File: src/rtl/csched_pkg.sv
package csched_pkg;
  localparam int NCLS = 4;

  localparam logic [1:0] CLS_RD = 2'd0;
  localparam logic [1:0] CLS_FL = 2'd1;
  localparam logic [1:0] CLS_PF = 2'd2;
  localparam logic [1:0] CLS_WB = 2'd3;

  localparam logic [1:0] THR_QUARTER = 2'd0;
  localparam logic [1:0] THR_SIXTY   = 2'd1;
  localparam logic [1:0] THR_ALWAYS  = 2'd2;
  localparam logic [1:0] THR_NEVER   = 2'd3;

  // lower value = more critical
  function automatic logic [1:0] rank_of(input logic [1:0] cls, input logic share);
    case (cls)
      CLS_RD:  rank_of = 2'd0;
      CLS_FL:  rank_of = share ? 2'd0 : 2'd1;
      CLS_PF:  rank_of = 2'd2;
      default: rank_of = 2'd3;
    endcase
  endfunction
endpackage

File: src/rtl/csched_fifo.sv
module csched_fifo #(
  parameter int DEPTH = 4,
  parameter int W     = 16
) (
  input  logic         clk,
  input  logic         rst_n,
  input  logic         push,
  input  logic [W-1:0] din,
  input  logic         pop,
  output logic [W-1:0] head,
  output logic         empty,
  output logic         full
);
  localparam int PW = (DEPTH > 1) ? $clog2(DEPTH) : 1;

  logic [W-1:0] mem [DEPTH];
  logic [PW-1:0] wp, rp;
  logic [PW:0]   cnt;

  function automatic logic [PW-1:0] adv(input logic [PW-1:0] p);
    adv = (p == PW'(DEPTH - 1)) ? '0 : p + 1'b1;
  endfunction

  always_ff @(posedge clk) begin
    if (push) mem[wp] <= din;
  end

  always_ff @(posedge clk or negedge rst_n) begin
    if (!rst_n) begin
      wp  <= '0;
      rp  <= '0;
      cnt <= '0;
    end else begin
      if (push) wp <= adv(wp);
      if (pop)  rp <= adv(rp);
      cnt <= cnt + (PW+1)'(push) - (PW+1)'(pop);
    end
  end

  assign head  = mem[rp];
  assign empty = (cnt == '0);
  assign full  = (cnt == (PW+1)'(DEPTH));

  p_no_overflow_r1: assert property (@(posedge clk) disable iff (!rst_n) push |-> !full);
  p_no_underflow_r4: assert property (@(posedge clk) disable iff (!rst_n) pop |-> !empty);
endmodule

File: src/rtl/csched_limit.sv
module csched_limit #(
  parameter int LAT_W = 8
) (
  input  logic             clk,
  input  logic             rst_n,
  input  logic [LAT_W-1:0] lat,
  input  logic [1:0]       code,
  output logic [LAT_W-1:0] limit
);
  import csched_pkg::*;

  logic [LAT_W-1:0] lim_d;

  always_comb begin
    case (code)
      THR_QUARTER: lim_d = lat >> 2;
      THR_SIXTY:   lim_d = LAT_W'(({7'd0, lat} * 7'd77) >> 7);
      THR_ALWAYS:  lim_d = lat;
      default:     lim_d = '0;
    endcase
  end

  // product held in a register: settles one cycle after a configuration change
  always_ff @(posedge clk or negedge rst_n) begin
    if (!rst_n) limit <= '0;
    else        limit <= lim_d;
  end

  p_limit_le_lat_r7: assert property (@(posedge clk) disable iff (!rst_n)
    $stable(lat) && $stable(code) |-> limit <= lat);
endmodule

File: src/rtl/csched_pick.sv
module csched_pick #(
  parameter int STAMP_W = 8
) (
  input  logic [csched_pkg::NCLS-1:0]              avail,
  input  logic [csched_pkg::NCLS-1:0][STAMP_W-1:0] stamp,
  input  logic                                     share,
  output logic                                     sel_valid,
  output logic [1:0]                               sel_cls,
  output logic [1:0]                               sel_rank
);
  import csched_pkg::*;

  function automatic logic older(input logic [STAMP_W-1:0] a, input logic [STAMP_W-1:0] b);
    logic [STAMP_W-1:0] d;
    d = a - b;
    older = d[STAMP_W-1];
  endfunction

  logic [STAMP_W-1:0] best_stamp;

  always_comb begin
    sel_valid  = 1'b0;
    sel_cls    = CLS_RD;
    sel_rank   = 2'd0;
    best_stamp = '0;
    for (int c = 0; c < NCLS; c++) begin
      logic [1:0] r;
      r = rank_of(2'(c), share);
      if (avail[c] && (!sel_valid || r < sel_rank ||
                       (r == sel_rank && older(stamp[c], best_stamp)))) begin
        sel_valid  = 1'b1;
        sel_cls    = 2'(c);
        sel_rank   = r;
        best_stamp = stamp[c];
      end
    end
  end

  always_comb begin
    a_sel_avail_r2: assert (!sel_valid || avail[sel_cls]);
    a_none_idle_r2: assert (sel_valid || avail == '0);
  end
endmodule

File: src/rtl/crit_bank_sched.sv
module crit_bank_sched
  import csched_pkg::*;
#(
  parameter int QDEPTH  = 4,
  parameter int TAG_W   = 8,
  parameter int LAT_W   = 8,
  parameter int STAMP_W = 8
) (
  input  logic             clk,
  input  logic             rst_n,
  input  logic             cfg_share_top,
  input  logic [LAT_W-1:0] cfg_rd_lat,
  input  logic [LAT_W-1:0] cfg_wr_lat,
  input  logic [1:0]       cfg_thr_fill,
  input  logic [1:0]       cfg_thr_pf,
  input  logic [1:0]       cfg_thr_wb,
  input  logic             rd_valid,
  output logic             rd_ready,
  input  logic [TAG_W-1:0] rd_tag,
  input  logic             fl_valid,
  output logic             fl_ready,
  input  logic [TAG_W-1:0] fl_tag,
  input  logic             pf_valid,
  output logic             pf_ready,
  input  logic [TAG_W-1:0] pf_tag,
  input  logic             wb_valid,
  output logic             wb_ready,
  input  logic [TAG_W-1:0] wb_tag,
  output logic             bank_busy,
  output logic             gnt_pulse,
  output logic             done_pulse,
  output logic             abort_pulse,
  output logic [1:0]       op_cls,
  output logic [TAG_W-1:0] op_tag
);
  localparam int ENT_W = STAMP_W + TAG_W;

  logic [NCLS-1:0] in_valid, push, pop, full, empty, avail;
  logic [NCLS-1:0][TAG_W-1:0]   in_tag;
  logic [NCLS-1:0][ENT_W-1:0]   head;
  logic [NCLS-1:0][STAMP_W-1:0] head_stamp;
  logic [NCLS-1:0][LAT_W-1:0]   lim;
  logic [NCLS-1:1][1:0]         thr_code;

  logic               busy, gnt_q, done_q, abort_q;
  logic [1:0]         cur_cls;
  logic [TAG_W-1:0]   cur_tag;
  logic [LAT_W-1:0]   cur_lat, elapsed;
  logic [STAMP_W-1:0] stamp_ctr;

  logic       sel_valid, grant, finish, preempt;
  logic [1:0] sel_cls, sel_rank, cur_rank;

  assign in_valid = {wb_valid, pf_valid, fl_valid, rd_valid};
  assign in_tag   = {wb_tag, pf_tag, fl_tag, rd_tag};
  assign thr_code = {cfg_thr_wb, cfg_thr_pf, cfg_thr_fill};

  assign rd_ready = ~full[CLS_RD];
  assign fl_ready = ~full[CLS_FL];
  assign pf_ready = ~full[CLS_PF];
  assign wb_ready = ~full[CLS_WB];

  for (genvar c = 0; c < NCLS; c++) begin : g_cls
    assign push[c]       = in_valid[c] & ~full[c];
    // the running operation stays in its queue until it finishes
    assign pop[c]        = finish && (cur_cls == 2'(c));
    assign avail[c]      = ~empty[c] & ~(busy && (cur_cls == 2'(c)));
    assign head_stamp[c] = head[c][ENT_W-1:TAG_W];

    csched_fifo #(.DEPTH(QDEPTH), .W(ENT_W)) u_q (
      .clk(clk), .rst_n(rst_n),
      .push(push[c]), .din({stamp_ctr, in_tag[c]}),
      .pop(pop[c]), .head(head[c]),
      .empty(empty[c]), .full(full[c])
    );

    if (c == 0) begin : g_rd_lim
      assign lim[c] = '0;
    end else begin : g_wr_lim
      csched_limit #(.LAT_W(LAT_W)) u_lim (
        .clk(clk), .rst_n(rst_n),
        .lat(cfg_wr_lat), .code(thr_code[c]), .limit(lim[c])
      );
    end
  end

  csched_pick #(.STAMP_W(STAMP_W)) u_pick (
    .avail(avail), .stamp(head_stamp), .share(cfg_share_top),
    .sel_valid(sel_valid), .sel_cls(sel_cls), .sel_rank(sel_rank)
  );

  assign cur_rank = rank_of(cur_cls, cfg_share_top);
  assign finish   = busy && (elapsed == cur_lat);
  assign grant    = !busy && sel_valid;
  assign preempt  = busy && !finish && (cur_cls != CLS_RD) && sel_valid &&
                    (sel_rank < cur_rank) && (elapsed < lim[cur_cls]);

  always_ff @(posedge clk or negedge rst_n) begin
    if (!rst_n) begin
      busy      <= 1'b0;
      gnt_q     <= 1'b0;
      done_q    <= 1'b0;
      abort_q   <= 1'b0;
      cur_cls   <= CLS_RD;
      cur_tag   <= '0;
      cur_lat   <= '0;
      elapsed   <= '0;
      stamp_ctr <= '0;
    end else begin
      gnt_q   <= grant;
      done_q  <= finish;
      abort_q <= preempt;
      if (|push) stamp_ctr <= stamp_ctr + 1'b1;
      if (grant) begin
        busy    <= 1'b1;
        cur_cls <= sel_cls;
        cur_tag <= head[sel_cls][TAG_W-1:0];
        cur_lat <= (sel_cls == CLS_RD) ? cfg_rd_lat : cfg_wr_lat;
        elapsed <= LAT_W'(1);
      end else if (finish || preempt) begin
        busy <= 1'b0;
      end else if (busy) begin
        elapsed <= elapsed + 1'b1;
      end
    end
  end

  assign bank_busy   = busy;
  assign gnt_pulse   = gnt_q;
  assign done_pulse  = done_q;
  assign abort_pulse = abort_q;
  assign op_cls      = cur_cls;
  assign op_tag      = cur_tag;

  p_gnt_in_busy_r5: assert property (@(posedge clk) disable iff (!rst_n)
    gnt_pulse |-> bank_busy && !done_pulse && !abort_pulse);
  p_done_idle_r5: assert property (@(posedge clk) disable iff (!rst_n)
    done_pulse |-> !bank_busy);
  p_len_bound_r5: assert property (@(posedge clk) disable iff (!rst_n)
    bank_busy |-> elapsed <= cur_lat);
  p_abort_idle_r6: assert property (@(posedge clk) disable iff (!rst_n)
    abort_pulse |-> !bank_busy && !done_pulse);
  p_read_kept_r8: assert property (@(posedge clk) disable iff (!rst_n)
    abort_pulse |-> op_cls != CLS_RD);
  p_op_stable_r9: assert property (@(posedge clk) disable iff (!rst_n)
    bank_busy && !gnt_pulse |-> $stable(op_cls) && $stable(op_tag));
endmodule

File: config.mk
export PLATFORM = sky130hd
export DESIGN_NAME = crit_bank_sched
export DESIGN_NICKNAME = d
export VERILOG_FILES = /design/src/rtl/csched_pkg.sv /design/src/rtl/csched_fifo.sv /design/src/rtl/csched_limit.sv /design/src/rtl/csched_pick.sv /design/src/rtl/crit_bank_sched.sv
export SDC_FILE = /design/constraint.sdc
export NUM_CORES = 1
export LEC_CHECK = 0
export BUFFER_PORTS_ARGS = -buffer_cell sky130_fd_sc_hd__buf_2
export CAP_MARGIN = 20
export CORE_ASPECT_RATIO = 1.1
export CORE_MARGIN = 2
export CORE_UTILIZATION = 60
export CTS_CLUSTER_DIAMETER = 30
export DETAILED_ROUTE_END_ITERATION = 8
export GPL_TIMING_DRIVEN = 0
export PLACE_DENSITY = 0.79
export SYNTH_ARGS = -nofsm -noshare
export SYNTH_HDL_FRONTEND = slang
export SYNTH_SLANG_ARGS = --single-unit
File: constraint.sdc
create_clock -name clk -period 8.55 [get_ports clk]
set_input_delay 1.71 -clock clk [delete_from_list [all_inputs] [get_ports clk]]
set_output_delay 1.71 -clock clk [all_outputs]
set_load 0.01 [all_outputs]
==> results of run 1 <==
-- power breakdown --
group	leakage, nW	total, mW	switching, mW	internal (mW)
combinational	2.76	1.90	1.06	0.836
clock	0.853	2.08	0.694	1.39
sequential	2.89	2.12	0.235	1.89
total	6.50	6.10	1.99	4.11
-- synthesized netlist by cell type (all sizes together) (3+ instances only) --
| cell | instances |
|---|---|
| and3 | 18 |
| buf | 22 |
| clkbuf | 13 |
| nand2b | 6 |
| a21oi | 19 |
| mux4 | 48 |
| xor2 | 15 |
| fa | 11 |
| xnor2 | 18 |
| mux2i | 51 |
| edfxtp | 192 |
| nand3 | 9 |
| ha | 77 |
| o22ai | 22 |
| nor2 | 27 |
| dfrtp | 90 |
| nor4 | 3 |
| nor3 | 14 |
| mux2 | 17 |
| a21o | 12 |
| inv | 65 |
| and2 | 3 |
| nand2 | 57 |
| o21ai | 28 |
| a211oi | 3 |
| nand4 | 4 |
| and4 | 3 |
| nor2b | 6 |
| or2 | 3 |
-- cell type report --
cell class | count | share of cell area (%)
flip-flops and latches | 282 | 51.3
multi-input cells | 493 | 29.8
clock buffers | 56 | 8.13
clock inverters | 34 | 3.18
repair buffers | 75 | 2.56
well taps | 290 | 2.32
inverters | 65 | 1.56
plain buffers | 35 | 1.13
diodes | 1 | 0.0160
-- path summary, 6_finish.rpt --
path / end / slack (ns) / depth (start not counted)
max: g_cls[2].g_wr_lim.u_lim.limit[6]$_DFF_PN0_ / 3.64 / 15
min: op_tag[7]$_DFFE_PN0P_ / 0.49 / 2
max reg2reg: op_tag[6]$_DFFE_PN0P_ / 4.30 / 15
min reg2reg: op_tag[7]$_DFFE_PN0P_ / 0.49 / 2
max in group asynchronous: op_tag[4]$_DFFE_PN0P_ / 6.80 / 2
min in group asynchronous: stamp_ctr[4]$_DFFE_PN0P_ / 1.08 / 1
-- metal layers --
metal	track usage, %	vias up
li1	-	3552
met1	31.3	3885
met2	44.0	258
met3	5.04	78
met4	10.8	0
met5	0	-
-- critical path, cell delays in order --
cell	delay [ns]
buf_2	0.25
ha_1	0.28
ha_1	0.27
inv_1	0.05
fa_1	0.50
fa_1	0.53
inv_1	0.05
ha_1	0.20
and2_1	0.16
o21ai_0	0.13
o21ai_1	0.12
o41ai_1	0.47
o21bai_1	0.18
xnor2_1	0.27
o21ai_0	0.14
-- cells by family after synthesis --
| family | count (synthesis) |
|---|---|
| multiplexers | 116 |
| XOR/XNOR | 33 |
| flip-flops | 282 |
| buffers and inverters | 100 |
| AND/OR/NAND/NOR | 157 |
| AO/OA/AOI/OAI | 99 |
| adder cells (fa/ha/maj) | 88 |
-- registers in the layout (all words and copies together) (netlist names) --
| name | flops |
|---|---|
| g_cls.u_q.rp | 8 |
| g_cls.u_q.mem | 192 |
| g_cls.u_q.wp | 8 |
| op_cls | 2 |
| g_cls.u_q.cnt | 12 |
| abort_pulse | 1 |
| g_cls.g_wr_lim.u_lim.limit | 24 |
| cur_lat | 8 |
| gnt_pulse | 1 |
| bank_busy | 1 |
| op_tag | 8 |
| elapsed | 8 |
| stamp_ctr | 8 |
| done_pulse | 1 |
-- per-stage QoR --
| stage | hold WS, ns | instances |
|---|---|---|
| 6_report | 0.493 | 1331 |
| 5_1_grt | 0.537 | 1331 |
| 4_1_cts | 0.491 | 1330 |
| 3_5_place_dp | 0.480 | 1240 |
| 3_3_place_gp | 0.462 | 1239 |
| 2_1_floorplan | 0.468 | 875 |
==> summary.md, run 1 <==
| Metric | Value |
|---|---|
| Crit path DAT | between 5 and 6 ns |
| Synth Register Bits | about 280 |
| Crit. Startpoint | cfg_wr_lat[4] |
| 1st-pass router iterations | 4 |
| Min-delay src | op_tag[7]$_DFFE_PN0P_ |
| Vias in the first global route | roughly 8.3k |
| Worst-path clk slew | approximately 0.050 ns |
| GRT Overall Usage | 25.4% |
| Sequential fraction of the synthesis area | 61.2% |
| Die area | around 23000 um^2 |
| Starting Density | 61.3% |
| Setup TNS | 0 ns |
| Min Tclk post-route | 4.91 ns |
| Post-synth net total | 1024 |
| Yosys warns | 0 |
| Max_cap viols | 0 |
| FILL cells | ~1.3k |
| Met2 wire length | 14.8 mm |
| Largest net degree at the start of global routing | 68 |
| Gr ovfl total | 0 |
| Crit share post-route | between 50% and 60% |
| M1 WL | between 10 and 15 mm |
| Leak Pwr | about 6.5 nW |
| Post-CTS setup buffer count | 0 |
| Pwr dens | around 390 nW/um^2 |
| Vias per inst | 5.84 |
| Setup crit start kind | primary input |
| Hold Crit Class | reg2reg |
| Clk_skew | approximately 0.016 ns |
| Num CTS Buffers | 48 |
| Worst skew pair latency | approximately 0.55 ns |
| Dpl ws | 3.12 ns |
| Synth async-reset ratio | about a third |
| I/O pins | 79 |
| Vias | about 8k |
| Area contributors post-synth | edfxtp_1 (44%), dfrtp_1 (17%), mux4_2 (7.4%), ha_1 (7.4%), mux2i_1 (3.9%) |
| Total Wirelength | 28.6 mm |
| Commonest cells after routing, fill and taps aside | edfxtp_1 (192), dfrtp_1 (90), buf_2 (78), ha_1 (77), inv_1 (64) |
| Register area | 8020 um^2 |
| Cell Area, Synth | roughly 13000 um^2 |
| DRC violations left | 0 |
| Post_cts resized | 0 |
| Max-Slew Margin vs Limit | 33.8% |
| Max rail drop VDD | slightly below 0.0003 V |
| Clock Sinks | between 200 and 300 |
| Adder-cell share of the synthesized area | a little under a tenth |
| Fin worst setup slack | ~3.6 ns |
| Post-layout net count | 1149 |
| H-tree depth | 2 |
| RD Place Congestion | between 0.8 and 0.9 |
| Average wire per standard cell | between 20 and 25 um |
| CP required | about 9.0 ns |
| Count of unique library cells instantiated by Yosys | 54 |
| Root Buffer | clkbuf_16 |
| Final setup violation count | 0 |
| Syn Inst Count | 875 |
| Area of the multi-input gates | about 4700 um^2 |
| WS Path Type | in2reg |
| Cell row count | 56 |
| RSZ-0062 raised after global routing | false |
| Slew @ Worst Pin | between 0.9 and 1 ns |
| XOR/XNOR Fraction of Synth Area | 2.21% |
| Final Core Density | 73.2% |
| Status | completed |
| Mux cell area share after synthesis | 13.7% |
| Final Cell Area | 15600 um^2 |
| Pins Over Slew Limit | 0 |
| Mean post-synth cell area | 15.0 um^2 |
| Synth Area in Compound Gates | about 4.9% |
| CP Capture Type | flop |
| Metal3 WL | roughly 1.5 mm |
| First-pass GRT wire length | about 45 mm |
| Die width | ~140 um |
| Combinational family with the most area after synthesis | multiplexers |
| Placed Area | 13900 um^2 |
| 1st-iter DRT viols | between 500 and 600 |
| Pwr Total | 6.10 mW |
| CTS tree | yes |
| Fmax achieved | 204 MHz |
| Layout area overhead | 19.3% |
| Simple-Gate Fraction of Synth Area | a little under 6% |
| Die span in y | approximately 160 um |
| Area fraction of the dominant cell type after synthesis | 44.0% |
| Most common cell after layout, fill and taps aside | edfxtp_1 |
| Final Hold Fails | 0 |
| Worst-path maximum fanout | 11 |
| Reg2reg start | g_cls[0].u_q.rp[0]$_DFFE_PN0P_ |
| Port Buffer Count | between 70 and 80 |
| DR top layer | met4 |
| Initial antenna violation count | 1 |
| Post-DP HPWL | ~18 mm |
| Top_reg_cell synth | edfxtp_1 |
| CTS Hold Bufs | 0 |
| Most area-hungry cell type in the Yosys netlist | edfxtp_1 |
| Post-synth EDFFs | around 190 |
| Max clock buf depth | 3 |
| Core area | 21400 um^2 |
| Layout cell share with drive strength beyond 1 | a little under a quarter |
| Antenna Violating Nets Remaining | 0 |
Note: power is estimated with default switching activity, not from simulation.
==> run 2, diff against run 1 <==
--- a/config.mk
+++ b/config.mk
@@ -5,15 +5,16 @@
 export SDC_FILE = /design/constraint.sdc
 export NUM_CORES = 1
 export LEC_CHECK = 0
+export ABC_AREA = 1
 export BUFFER_PORTS_ARGS = -buffer_cell sky130_fd_sc_hd__buf_2
 export CAP_MARGIN = 20
 export CORE_ASPECT_RATIO = 1.1
 export CORE_MARGIN = 2
-export CORE_UTILIZATION = 60
+export CORE_UTILIZATION = 55
 export CTS_CLUSTER_DIAMETER = 30
 export DETAILED_ROUTE_END_ITERATION = 8
 export GPL_TIMING_DRIVEN = 0
-export PLACE_DENSITY = 0.79
+export PLACE_DENSITY = 0.76
 export SYNTH_ARGS = -nofsm -noshare
 export SYNTH_HDL_FRONTEND = slang
 export SYNTH_SLANG_ARGS = --single-unit
==> constraint.sdc (replaced) <==
create_clock -name clk -period 4 [get_ports clk]
set_input_delay 0.8 -clock clk [delete_from_list [all_inputs] [get_ports clk]]
set_output_delay 0.8 -clock clk [all_outputs]
set_load 0.01 [all_outputs]
==> run 2 against run 1 <==
Net effect: total power increased by 110%; die area increased by 12%; register-to-register slack got worse by 3.9 ns; largest power group unchanged.
==> summary.md, run 2 <==
| Metric | Value |
|---|---|
| Antenna Violating Nets Remaining | 0 |
| Pins Over Slew Limit | 0 |
| Worst Path Buf+Inv | 5 |
| Clk_skew | approximately 0.026 ns |
| Sequential fraction of the synthesis area | between 50 and 60% |
| Post-synth net total | ~1.4k |
| Slew @ Worst Pin | ~0.95 ns |
| Area contributors post-synth | edfxtp_1 (43%), dfrtp_1 (17%), nand2_1 (8.0%), ha_1 (7.2%), inv_1 (3.9%) |
| Max rail drop VDD | between 0.0003 and 0.0004 V |
| Worst path slowest cell | fa_1 |
| Fmax achieved | around 270 MHz |
| First-pass GRT wire length | around 49 mm |
| Antenna diodes | 0 |
| FF-to-FF setup slack | between 0.3 and 0.4 ns |
| Total Wirelength | a little over 30 mm |
| Clock Sinks | roughly 280 |
| WS Path Type | in2reg |
| GRT Overall Usage | 24.0% |
| Max_cap viols | 0 |
| CP Capture Type | flop |
| Layout area overhead | 18.8% |
| Final Hold Fails | 0 |
| Die span in y | between 150 and 200 um |
| Max-Slew Margin vs Limit | 36.6% |
| Mean post-synth cell area | 10.8 um^2 |
| Largest net degree at the start of global routing | slightly above 50 |
| Pwr Total | roughly 13 mW |
| Hold Crit Class | in2async |
| 1st-pass router iterations | 6 |
| Starting Density | a little under three fifths |
| Final setup violation count | 0 |
| Commonest cells after routing, fill and taps aside | nand2_1 (286), edfxtp_1 (192), inv_1 (139), dfrtp_1 (90) |
| Synth Register Bits | 282 |
| Setup crit start kind | primary input |
| Vias | 9675 |
| Post-CTS setup buffer count | 0 |
| Initial antenna violation count | 0 |
| H-tree depth | 2 |
| Post-layout net count | between 1.5k and 2k |
| Yosys warns | 0 |
| Vias per inst | around 5.6 |
| Setup TNS | 0 ns |
| Cell with the most instances after synthesis | nand2_1 |
| DRC violations left | 0 |
| Worst path top cell family by delay | adder cells |
| Status | completed |
| Crit path DAT | about 4.1 ns |
| Num CTS Buffers | 46 |
| Max clock buf depth | 3 |
| Most common cell after layout, fill and taps aside | nand2_1 |
| Top_reg_cell synth | edfxtp_1 |
| CP required | 4.37 ns |
| Average wire per standard cell | 17.9 um |
| Count of unique library cells instantiated by Yosys | between 40 and 50 |
| Die area | ~26000 um^2 |
| Vias in the first global route | 9673 |
| 1st-iter DRT viols | about 770 |
| Worst skew pair latency | roughly 0.55 ns |
| Die width | 153 um |
| Port Buffer Count | 78 |
| CP most frequent cell | nand2_1 |
| FILL cells | between 1.5k and 2k |
| Post-synth EDFFs | around 190 |
| Synth cell count leaders | nand2_1 (286), edfxtp_1 (192), inv_1 (141) |
| Cell Chain, Critical Path | buf_2, ha_1, ha_1, inv_1, fa_1, fa_1, inv_1, ha_1, nand2_1, nand2_1, nand2_1, a21oi_1, inv_1, nand2_1, nand2_1, nand2_1, inv_1, nand2_1, o221ai_1 |
| CTS tree | yes |
| Biggest regs | g_cls.u_q.mem x192, g_cls.g_wr_lim.u_lim.limit x24, g_cls.u_q.cnt x12 |
| Leak Pwr | roughly 7.0 nW |
| Most area-hungry cell type in the Yosys netlist | edfxtp_1 |
| Gr ovfl total | 0 |
| Post-DP HPWL | around 21 mm |
| Pwr dens | ~800 nW/um^2 |
| Layout cell share with drive strength beyond 1 | between 10% and 20% |
| Cell Area, Synth | around 13000 um^2 |
| Root Buffer | clkbuf_16 |
| Syn Inst Count | about 1.2k |
| Max FFs per register | around 190 |
| Synth async-reset ratio | 31.9% |
| RD Place Congestion | 0.875 |
| Worst-path clk slew | approximately 0.06 ns |
| RSZ-0062 raised after global routing | false |
| Crit share post-route | between 90 and 100% |
| Worst-path maximum fanout | 8 |
| I/O pins | 79 |
| Cell row count | 60 |
| Min Tclk post-route | ~3.7 ns |
| Core area | between 20000 and 25000 um^2 |
| Largest stage delay on the critical path | approximately 0.54 ns |
| Area fraction of the dominant cell type after synthesis | a little over two fifths |
| Top reg by flops | g_cls.u_q.mem |
run 2: cell count changes in the layout (fill, tap and decap cells not counted), moves of 14 or more:
cell | before | now
inv_1 | 64 | 139
o21ai_0 | 19 | 54
nor2_1 | 27 | 54
mux2i_1 | 51 | 0
a21oi_1 | 18 | 53
mux4_2 | 43 | 0
a32o_1 | 0 | 32
nand2_1 | 57 | 286
mux2_2 | 17 | 3
and3_1 | 18 | 0
nand3_1 | 9 | 82
run 2: power breakdown:
| part | switching (mW) | internal [mW] | total [mW] | leakage, nW |
|---|---|---|---|---|
| clock network | 1.42 | 2.79 | 4.22 | 0.812 |
| registers | 0.454 | 4.00 | 4.46 | 2.89 |
| logic | 2.81 | 1.51 | 4.33 | 3.26 |
| total | 4.69 | 8.31 | 13.0 | 6.97 |
run 2: area by class of cell:
cell class	count	area (um^2)	area share, %
well taps	310	388	2.43
clock buffers	55	1260	7.87
clock inverters	31	425	2.66
flip-flops and latches	282	8020	50.2
inverters	146	558	3.49
repair buffers	80	435	2.72
multi-input cells	774	4710	29.5
plain buffers	36	190	1.19
run 2: cell families after synthesis:
group                      count (synthesis)  synth area share [%]
AOI/OAI and AO/OA                        193                  9.45
xor gates and xnor gates                  28                  1.82
and+or+nand+nor                          462                  14.5
buffers and inverters                    186                  5.58
muxes                                      3                 0.251
DFF                                      282                  59.6
adders and majority gates                 88                  8.80
run 2: metrics by stage:
stage          cells  hold slack [ns]  instance area (um^2)  util [%]  setup WS [ns]
2_1_floorplan   1242            0.463                 13500         -          0.349
3_3_place_gp    1630            0.459                 14200      58.7         -0.199
3_5_place_dp    1632            0.467                 14300      59.0         -0.181
4_1_cts         1717            0.291                 16000      65.9         0.0292
5_1_grt         1714            0.324                 16000      65.9         0.0362
6_report        1714            0.274                 16000      65.9          0.307
run 2: worst paths after layout:
check / endpoint / cells past startpoint / start
min: elapsed[6]$_DFFE_PN0P_ / 1 / rst_n
max in group asynchronous: op_cls[1]$_DFFE_PN0P_ / 2 / rst_n
min reg2reg: op_tag[5]$_DFFE_PN0P_ / 2 / op_tag[5]$_DFFE_PN0P_
max: g_cls[2].g_wr_lim.u_lim.limit[3]$_DFF_PN0_ / 19 / cfg_wr_lat[4]
max reg2reg: op_tag[5]$_DFFE_PN0P_ / 20 / g_cls[0].u_q.rp[0]$_DFFE_PN0P_
min in group clk: op_tag[5]$_DFFE_PN0P_ / 2 / op_tag[5]$_DFFE_PN0P_
run 2: routing by layer:
| metal | wire [um] | vias to the layer above | GRT usage, % |
|---|---|---|---|
| li1 | - | 4534 | - |
| met5 | 0 | - | 0 |
| met1 | 12300 | 4675 | 31.2 |
| met2 | 15100 | 389 | 40.2 |
| met3 | 2160 | 77 | 4.04 |
| met4 | 1180 | 0 | 10.4 |
run 2: timing repair:
action | 4_1_cts | 5_1_grt
resized for setup | 3 | 6
hold buffers | 0 | 0
setup endpoints to repair | 17 | 17
pin swaps | 0 | 0
